## config.mk

```make
export PLATFORM = sky130hd
export DESIGN_NAME = owire_slot_engine
export DESIGN_NICKNAME = d
export VERILOG_FILES = /design/src/rtl/owire_pkg.sv /design/src/rtl/owire_tick_gen.sv /design/src/rtl/owire_sync.sv /design/src/rtl/owire_slot_decode.sv /design/src/rtl/owire_slot_fsm.sv /design/src/rtl/owire_slot_engine.sv
export SDC_FILE = /design/constraint.sdc
export NUM_CORES = 1
export LEC_CHECK = 0
export ABC_CLOCK_PERIOD_IN_PS = 2150
export CORE_ASPECT_RATIO = 1.2
export CORE_MARGIN = 5
export CORE_UTILIZATION = 32
export DETAILED_ROUTE_END_ITERATION = 6
export PLACE_DENSITY = 0.5
export SLEW_MARGIN = 20
export SYNTH_ARGS = -nofsm -noshare
export SYNTH_HDL_FRONTEND = slang
export SYNTH_SLANG_ARGS = --single-unit
```

## constraint.sdc

```tcl
create_clock -name clk -period 2.15 [get_ports clk]
set_clock_uncertainty 0.1 [all_clocks]
set_input_delay 0.43 -clock clk [delete_from_list [all_inputs] [get_ports clk]]
set_output_delay 0.43 -clock clk [all_outputs]
set_load 0.005 [all_outputs]
```

## src/rtl/owire_pkg.sv

```systemverilog
package owire_pkg;

  // Base slot intervals in microseconds
  localparam int unsigned US_W1_LOW   = 6;
  localparam int unsigned US_W1_REST  = 64;
  localparam int unsigned US_W0_LOW   = 60;
  localparam int unsigned US_W0_REST  = 10;
  localparam int unsigned US_RD_LOW   = 6;
  localparam int unsigned US_RD_WAIT  = 9;
  localparam int unsigned US_RD_TAIL  = 55;
  localparam int unsigned US_RST_LOW  = 500;
  localparam int unsigned US_RST_WAIT = 70;
  localparam int unsigned US_RST_TAIL = 430;
  localparam int unsigned US_LONGEST  = 500;
  localparam int unsigned US_PER_SEC  = 1_000_000;

  typedef enum logic [1:0] {
    OP_WRITE = 2'b00,
    OP_READ  = 2'b01,
    OP_RESET = 2'b10,
    OP_TOUCH = 2'b11
  } owire_op_e;

  typedef enum logic [1:0] {
    SLOT_W1,
    SLOT_W0,
    SLOT_RD,
    SLOT_RST
  } slot_kind_e;

  typedef enum logic [1:0] {
    PH_IDLE,
    PH_LOW,
    PH_GAP,
    PH_TAIL
  } slot_phase_e;

  typedef struct packed {
    logic [9:0] low_us;
    logic [9:0] gap_us;
    logic [9:0] tail_us;
    logic       sample;
  } slot_plan_t;

  function automatic slot_plan_t plan_for(slot_kind_e kind);
    slot_plan_t p;
    p = '0;
    case (kind)
      SLOT_W1: begin
        p.low_us = 10'(US_W1_LOW);
        p.gap_us = 10'(US_W1_REST);
      end
      SLOT_W0: begin
        p.low_us = 10'(US_W0_LOW);
        p.gap_us = 10'(US_W0_REST);
      end
      SLOT_RD: begin
        p.low_us  = 10'(US_RD_LOW);
        p.gap_us  = 10'(US_RD_WAIT);
        p.tail_us = 10'(US_RD_TAIL);
        p.sample  = 1'b1;
      end
      default: begin
        p.low_us  = 10'(US_RST_LOW);
        p.gap_us  = 10'(US_RST_WAIT);
        p.tail_us = 10'(US_RST_TAIL);
        p.sample  = 1'b1;
      end
    endcase
    return p;
  endfunction

endpackage

```

## src/rtl/owire_tick_gen.sv

```systemverilog
module owire_tick_gen #(
  parameter int unsigned DIV = 100
) (
  input  logic clk,
  input  logic rst_n,
  input  logic restart,
  output logic tick
);

  generate
    if (DIV <= 1) begin : g_every_cycle
      logic unused_tick_ins;
      assign unused_tick_ins = ^{clk, rst_n, restart};
      assign tick = 1'b1;
    end else begin : g_divider
      localparam int unsigned CW = $clog2(DIV);
      localparam logic [CW-1:0] LAST = CW'(DIV - 1);

      logic [CW-1:0] cnt_q, cnt_d;

      always_comb begin
        if (restart) begin
          cnt_d = '0;
        end else if (cnt_q == LAST) begin
          cnt_d = '0;
        end else begin
          cnt_d = cnt_q + 1'b1;
        end
      end

      always_ff @(posedge clk or negedge rst_n) begin
        if (!rst_n) begin
          cnt_q <= '0;
        end else begin
          cnt_q <= cnt_d;
        end
      end

      assign tick = (cnt_q == LAST);
    end
  endgenerate

endmodule

```

## src/rtl/owire_sync.sv

```systemverilog
module owire_sync #(
  parameter int unsigned STAGES = 2
) (
  input  logic clk,
  input  logic rst_n,
  input  logic d,
  output logic q
);

  logic [STAGES-1:0] pipe_q;

  always_ff @(posedge clk or negedge rst_n) begin
    if (!rst_n) begin
      pipe_q <= '1;
    end else begin
      pipe_q <= {pipe_q[STAGES-2:0], d};
    end
  end

  assign q = pipe_q[STAGES-1];

endmodule

```

## src/rtl/owire_slot_decode.sv

```systemverilog
module owire_slot_decode
  import owire_pkg::*;
#(
  parameter int unsigned SCALE_W = 4,
  parameter int unsigned LEN_W   = 13
) (
  input  owire_op_e          op,
  input  logic               op_bit,
  input  logic [SCALE_W-1:0] scale,
  output logic [LEN_W-1:0]   low_len,
  output logic [LEN_W-1:0]   gap_len,
  output logic [LEN_W-1:0]   tail_len,
  output logic               do_sample
);

  slot_kind_e         kind;
  slot_plan_t         plan;
  logic [SCALE_W-1:0] eff_scale;

  always_comb begin
    unique case (op)
      OP_WRITE: kind = op_bit ? SLOT_W1 : SLOT_W0;
      OP_READ:  kind = SLOT_RD;
      OP_RESET: kind = SLOT_RST;
      OP_TOUCH: kind = op_bit ? SLOT_RD : SLOT_W0;
      default:  kind = SLOT_RST;
    endcase
  end

  assign plan      = plan_for(kind);
  assign eff_scale = (scale == '0) ? SCALE_W'(1) : scale;

  assign low_len   = LEN_W'(int'(plan.low_us)  * int'(eff_scale));
  assign gap_len   = LEN_W'(int'(plan.gap_us)  * int'(eff_scale));
  assign tail_len  = LEN_W'(int'(plan.tail_us) * int'(eff_scale));
  assign do_sample = plan.sample;

endmodule

```

## src/rtl/owire_slot_fsm.sv

```systemverilog
module owire_slot_fsm
  import owire_pkg::*;
#(
  parameter int unsigned LEN_W = 13
) (
  input  logic             clk,
  input  logic             rst_n,
  input  logic             cmd_valid,
  input  logic             tick,
  input  logic             line_s,
  input  logic [LEN_W-1:0] low_len,
  input  logic [LEN_W-1:0] gap_len,
  input  logic [LEN_W-1:0] tail_len,
  input  logic             do_sample,
  output logic             accept,
  output logic             line_oe,
  output logic             busy,
  output logic             done,
  output logic             result
);

  slot_phase_e      ph_q, ph_d;
  logic [LEN_W-1:0] cnt_q, cnt_d;
  logic [LEN_W-1:0] low_q, low_d;
  logic [LEN_W-1:0] gap_q, gap_d;
  logic [LEN_W-1:0] tail_q, tail_d;
  logic             smp_q, smp_d;
  logic             oe_q, oe_d;
  logic             done_q, done_d;
  logic             bit_q, bit_d;
  logic             res_q, res_d;
  logic [LEN_W-1:0] cur_len;
  logic             at_end;

  always_comb begin
    unique case (ph_q)
      PH_LOW:  cur_len = low_q;
      PH_GAP:  cur_len = gap_q;
      default: cur_len = tail_q;
    endcase
  end

  assign at_end = tick && (cnt_q == (cur_len - 1'b1));
  assign accept = cmd_valid && (ph_q == PH_IDLE);

  // Next-state logic
  always_comb begin
    ph_d   = ph_q;
    cnt_d  = cnt_q;
    low_d  = low_q;
    gap_d  = gap_q;
    tail_d = tail_q;
    smp_d  = smp_q;
    oe_d   = oe_q;
    bit_d  = bit_q;
    res_d  = res_q;
    done_d = 1'b0;
    unique case (ph_q)
      PH_IDLE: begin
        if (accept) begin
          ph_d   = PH_LOW;
          cnt_d  = '0;
          low_d  = low_len;
          gap_d  = gap_len;
          tail_d = tail_len;
          smp_d  = do_sample;
          oe_d   = 1'b1;
          bit_d  = 1'b0;
        end
      end
      PH_LOW: begin
        if (at_end) begin
          ph_d  = PH_GAP;
          cnt_d = '0;
          oe_d  = 1'b0;
        end else if (tick) begin
          cnt_d = cnt_q + 1'b1;
        end
      end
      PH_GAP: begin
        if (at_end) begin
          cnt_d = '0;
          if (smp_q) begin
            bit_d = line_s;
            ph_d  = PH_TAIL;
          end else begin
            ph_d   = PH_IDLE;
            done_d = 1'b1;
            res_d  = 1'b0;
          end
        end else if (tick) begin
          cnt_d = cnt_q + 1'b1;
        end
      end
      PH_TAIL: begin
        if (at_end) begin
          cnt_d  = '0;
          ph_d   = PH_IDLE;
          done_d = 1'b1;
          res_d  = bit_q;
        end else if (tick) begin
          cnt_d = cnt_q + 1'b1;
        end
      end
      default: ph_d = PH_IDLE;
    endcase
  end

  // State registers
  always_ff @(posedge clk or negedge rst_n) begin
    if (!rst_n) begin
      ph_q   <= PH_IDLE;
      cnt_q  <= '0;
      low_q  <= '0;
      gap_q  <= '0;
      tail_q <= '0;
      smp_q  <= 1'b0;
      oe_q   <= 1'b0;
      done_q <= 1'b0;
      bit_q  <= 1'b0;
      res_q  <= 1'b0;
    end else begin
      ph_q   <= ph_d;
      cnt_q  <= cnt_d;
      low_q  <= low_d;
      gap_q  <= gap_d;
      tail_q <= tail_d;
      smp_q  <= smp_d;
      oe_q   <= oe_d;
      done_q <= done_d;
      bit_q  <= bit_d;
      res_q  <= res_d;
    end
  end

  assign line_oe = oe_q;
  assign busy    = (ph_q != PH_IDLE);
  assign done    = done_q;
  assign result  = res_q;

endmodule

```

## src/rtl/owire_slot_engine.sv

```systemverilog
module owire_slot_engine
  import owire_pkg::*;
#(
  parameter int unsigned CLK_HZ      = 100_000_000,
  parameter int unsigned SCALE_W     = 4,
  parameter int unsigned SYNC_STAGES = 2
) (
  input  logic               clk,
  input  logic               rst_n,
  input  logic               cmd_valid,
  input  logic [1:0]         cmd_op,
  input  logic               cmd_bit,
  input  logic [SCALE_W-1:0] cmd_scale,
  input  logic               line_in,
  output logic               line_oe,
  output logic               busy,
  output logic               done,
  output logic               rd_bit
);

  localparam int unsigned TICK_DIV  = CLK_HZ / US_PER_SEC;
  localparam int unsigned SCALE_MAX = (1 << SCALE_W) - 1;
  localparam int unsigned LEN_W     = $clog2(US_LONGEST * SCALE_MAX + 1);

  logic [1:0]       rst_pipe_q;
  logic             rst_sync_n;
  logic             tick;
  logic             line_s;
  logic             accept;
  logic [LEN_W-1:0] low_len, gap_len, tail_len;
  logic             do_sample;

  // Reset asserts asynchronously, releases on the clock
  always_ff @(posedge clk or negedge rst_n) begin
    if (!rst_n) begin
      rst_pipe_q <= 2'b00;
    end else begin
      rst_pipe_q <= {rst_pipe_q[0], 1'b1};
    end
  end
  assign rst_sync_n = rst_pipe_q[1];

  owire_tick_gen #(.DIV(TICK_DIV)) u_tick (
    .clk     (clk),
    .rst_n   (rst_sync_n),
    .restart (accept),
    .tick    (tick)
  );

  owire_sync #(.STAGES(SYNC_STAGES)) u_sync (
    .clk   (clk),
    .rst_n (rst_sync_n),
    .d     (line_in),
    .q     (line_s)
  );

  owire_slot_decode #(.SCALE_W(SCALE_W), .LEN_W(LEN_W)) u_dec (
    .op        (owire_op_e'(cmd_op)),
    .op_bit    (cmd_bit),
    .scale     (cmd_scale),
    .low_len   (low_len),
    .gap_len   (gap_len),
    .tail_len  (tail_len),
    .do_sample (do_sample)
  );

  owire_slot_fsm #(.LEN_W(LEN_W)) u_fsm (
    .clk       (clk),
    .rst_n     (rst_sync_n),
    .cmd_valid (cmd_valid),
    .tick      (tick),
    .line_s    (line_s),
    .low_len   (low_len),
    .gap_len   (gap_len),
    .tail_len  (tail_len),
    .do_sample (do_sample),
    .accept    (accept),
    .line_oe   (line_oe),
    .busy      (busy),
    .done      (done),
    .result    (rd_bit)
  );

endmodule

```

==> flow_metrics.py <==
metrics = {
    "route": {
        "drc": 0,
        "ant_nets": 0,
        "wl_per_cell_um": 15.08,
        "routed_wl_um": 17840,
        "drt_iter0_drc": 243,
        "num_vias": 5715,
        "first_pass_iters": 4,
        "vias_per_cell": 4.831,
    },
    "worst_setup_path": {
        "critPathKind": "in -> reg",
        "crit_required_ps": 2330,
        "reg2regPathDepth": 15,
        "crit_path_start": "cmd_bit",
        "reg2reg_slack_ps": -1160,
        "cp.arrival_ps": 3950,
        "crit_end": "u_fsm.low_q[12]",
        "cp-start-kind": "primary input",
        "cp_max_fo": 4,
        "endpoint_kind": "flip-flop",
        "r2r_end": "u_fsm.cnt_q[4]",
        "r2r-start": "u_fsm.ph_q[1]",
    },
    "finish": {
        "final_util_pct": 50.88,
        "nets": 1022,
        "syn2layout_area_growth_pct": 56.95,
        "multiInputGateArea_um2": 4982,
        "seqCellArea_um2": 1682,
        "antennaDiodeCount": 0,
        "fill_cells": 1759,
        "drive_gt1_share_pct": 45.42,
    },
    "clock_tree": {
        "cts.path.max_buffers": 2,
        "htreeDepth": 3,
        "clk_latency_ps": 330,
        "cts_sinks": 67,
        "clk_pin_slew_worst_paths_ps": 60,
        "cts-root-buf": "clkbuf_16",
        "numCtsBuffers": 9,
        "hold_buffers": 0,
        "cts_tree": "done",
    },
    "placed_design": {
        "dp_hpwl_um": 13580,
        "gp_congestion": 0.8164,
        "dp_slack_ps": -2446,
        "io_buffers": 14,
    },
    "power": {
        "pwr-share-seq_pct": 26.9,
        "p_switching_mw": 1.487,
        "max-vdd-ir-drop_mv": 0.3876,
        "switching_share_pct": 31.32,
        "power_frac_clock_pct": 31.9,
        "p_comb_share_pct": 41.2,
        "p_leak_nw": 4.712,
        "intPower_mw": 3.260,
        "power.density_nw_per_um2": 494.8,
    },
    "global_route": {
        "grt_max_degree": 31,
        "overflow": 0,
        "grt_pass1_wl_um": 29530,
        "grt_pass1_vias": 6062,
        "grtUsageTotal_pct": 16.43,
        "antenna_found_initial": 0,
    },
    "yosys": {
        "syn_avg_cell_area_um2": 8.782,
        "async_flop_share_pct": 100.0,
        "synth-edff-count": 0,
        "synth.net_count": 796,
        "synth_seq_area_share_pct": 27.47,
        "syn_area_um2": 6112,
        "yosys_warnings": 0,
        "synth_area_leaders": "dfrtp_1 27%, ha_1 13%, fa_1 8.2%",
        "synth_top_area_share_pct": 26.61,
        "netlist-cell-type-count": 72,
        "synth-main-ff-cell": "dfrtp_1",
        "synthCells": 696,
        "yosys_register_bits": 67,
        "yosysTopAreaCell": "dfrtp_1",
    },
    "sta": {
        "hold_viol": 0,
        "setup_viol": 49,
        "finalCritPeriodShare_pct": 175.5,
        "finalMaxSlewViolations": 0,
        "layout_setup_ws_ps": -1624,
        "max_freq_mhz": 265.0,
        "worst_pin_slew_ps": 780.7,
        "slew_headroom_pct": 47.51,
        "rsz0062_at_grt": "true",
        "post-route-min-period_ps": 3774,
    },
    "floorplanning": {
        "core_area_um2": 18860,
        "io_pins": 15,
        "fp.dieH_um": 161.4,
        "start_util_pct": 32.42,
        "dieArea_um2": 21980,
        "num_rows": 55,
        "die_x_um": 136.2,
    },
    "status": {
        "violations": "setup timing",
        "status": "finished, violations left",
    },
    "job": {
        "cap_violations": 0,
    },
    "min_path": {
        "hp-class": "in -> async",
    },
}
## per-stage QoR
stage / area, um2 / hold slack (ps) / std cells / TNS [ps] / total power [mW]
after detailed placement: 8195 / 241.7 / 1130 / -83390 / 2.796
final: 9593 / 155.2 / 1183 / -54350 / 4.746
after CTS: 9234 / 150.9 / 1172 / -52790 / 4.594
after global placement: 8195 / 237.3 / 1130 / -78250 / 2.770
after global routing: 9593 / 163.0 / 1183 / -60100 / 5.011
after floorplan: 6411 / 34.41 / 696 / -55860 / 2.156
## cell families (layout without fill, tap and decap cells)
kind of cell	Yosys count	in the layout	synth area share, %
DFF	67	67	27.47
adders and majority gates	89	89	21.29
AOI/OAI and AO/OA	155	155	17.56
xor gates and xnor gates	41	41	5.875
other	1	1	0.06135
and+or+nand+nor	222	222	17.93
muxes	14	14	3.050
buffers and inverters	107	338	6.755
## power by group through the flow
stage / Combinational [mW] / Sequential, mW / Clock (mW)
finish: 1.96 / 1.28 / 1.51
global placement: 1.47 / 1.30 / 0
CTS: 1.77 / 1.28 / 1.54
detailed placement: 1.49 / 1.30 / 0
global route: 2.14 / 1.28 / 1.58
floorplan: 0.848 / 1.31 / 0
## layout by cell type, fill, tap and decap left out, types with 7 or more instances in the layout
cell type / count
a21o_1: 8
a21oi_1: 9
a21oi_2: 13
a22o_1: 8
and3_1: 8
buf_4: 199
buf_6: 25
clkbuf_16: 9
clkdlybuf4s50_1: 7
dfrtp_1: 63
fa_1: 22
ha_1: 40
ha_4: 23
inv_1: 65
inv_2: 12
nand2_1: 72
nand2_2: 8
nand3_1: 15
nand4_1: 7
nor2_1: 26
nor3_1: 17
o21ai_1: 21
o21ai_2: 10
xnor2_1: 19
xnor2_2: 8
xor2_1: 13
## worst max-delay path, stage by stage
cell,delay [ps]
buf_8,100
nand3b_1,190
o21a_4,180
buf_6,120
ha_4,160
buf_6,120
nand2_4,60
nand2_4,60
buf_6,110
buf_4,120
fa_1,500
fa_1,580
ha_4,230
a21oi_4,160
o21bai_2,90
a211o_1,280
a2111o_1,380
nand3_2,60
## layer usage
| layer | wire [um] | GRT usage [%] | up-vias | part of all wire, % |
|---|---|---|---|---|
| li1 | - | - | 2866 | - |
| met1 | 7609 | 19.60 | 2765 | 43 |
| met2 | 9554 | 30.37 | 54 | 54 |
| met3 | 237 | 1.713 | 30 | 1.3 |
| met4 | 439 | 5.545 | 0 | 2.5 |
| met5 | 0 | 0 | - | 0 |
## sequential cells by signal, indices dropped and copies added, names as in the netlist, 2 cells and up
name,cells
u_tick.g_divider.cnt_q,7
u_fsm.ph_q,2
u_fsm.tail_q,13
u_fsm.low_q,12
u_fsm.cnt_q,13
rst_pipe_q,2
u_fsm.gap_q,11
u_sync.pipe_q,2
## cell type report
cell class | count | area share, %
multi-input combinational | 522 | 51.94
sequential | 67 | 17.53
tap | 256 | 3.339
inverter | 81 | 3.274
clock buffer | 10 | 2.491
timing repair buffer | 241 | 20.76
clock inverter | 6 | 0.6652
## synthesized netlist by cell type (7+ instances only)
library cell   n
o21ai_0       39
xor2_1        14
inv_1         81
nand4_1        7
mux2_2         7
nor2b_1        7
nand2_1       86
clkbuf_1      17
xnor2_1       27
a21o_1         9
fa_1          25
nand3_1       19
ha_1          64
nor2_1        32
and3_1        10
a21oi_1       24
dfrtp_1       65
a22o_1        10
nor3_1        19
and2_1         8
## repair_timing
action	4_1_cts	5_1_grt
gates cloned	1	0
setup endpoints to repair	53	51
pin swaps	82	66
gates resized for setup	135	61
buffers inserted	31	13
## worst min-delay path by stage
stage | from | to | slack, ps | cells after the start
CTS | rst_n | rst_pipe_q[0] | 150 | 1
detailed placement | rst_pipe_q[0] | rst_pipe_q[1] | 240 | 0
finish | rst_n | rst_pipe_q[0] | 160 | 1
global route | rst_n | rst_pipe_q[0] | 160 | 1
floorplan | rst_n | rst_pipe_q[0] | 30 | 0
global placement | rst_pipe_q[0] | rst_pipe_q[1] | 240 | 0
Power figures use the tool's default switching activity.
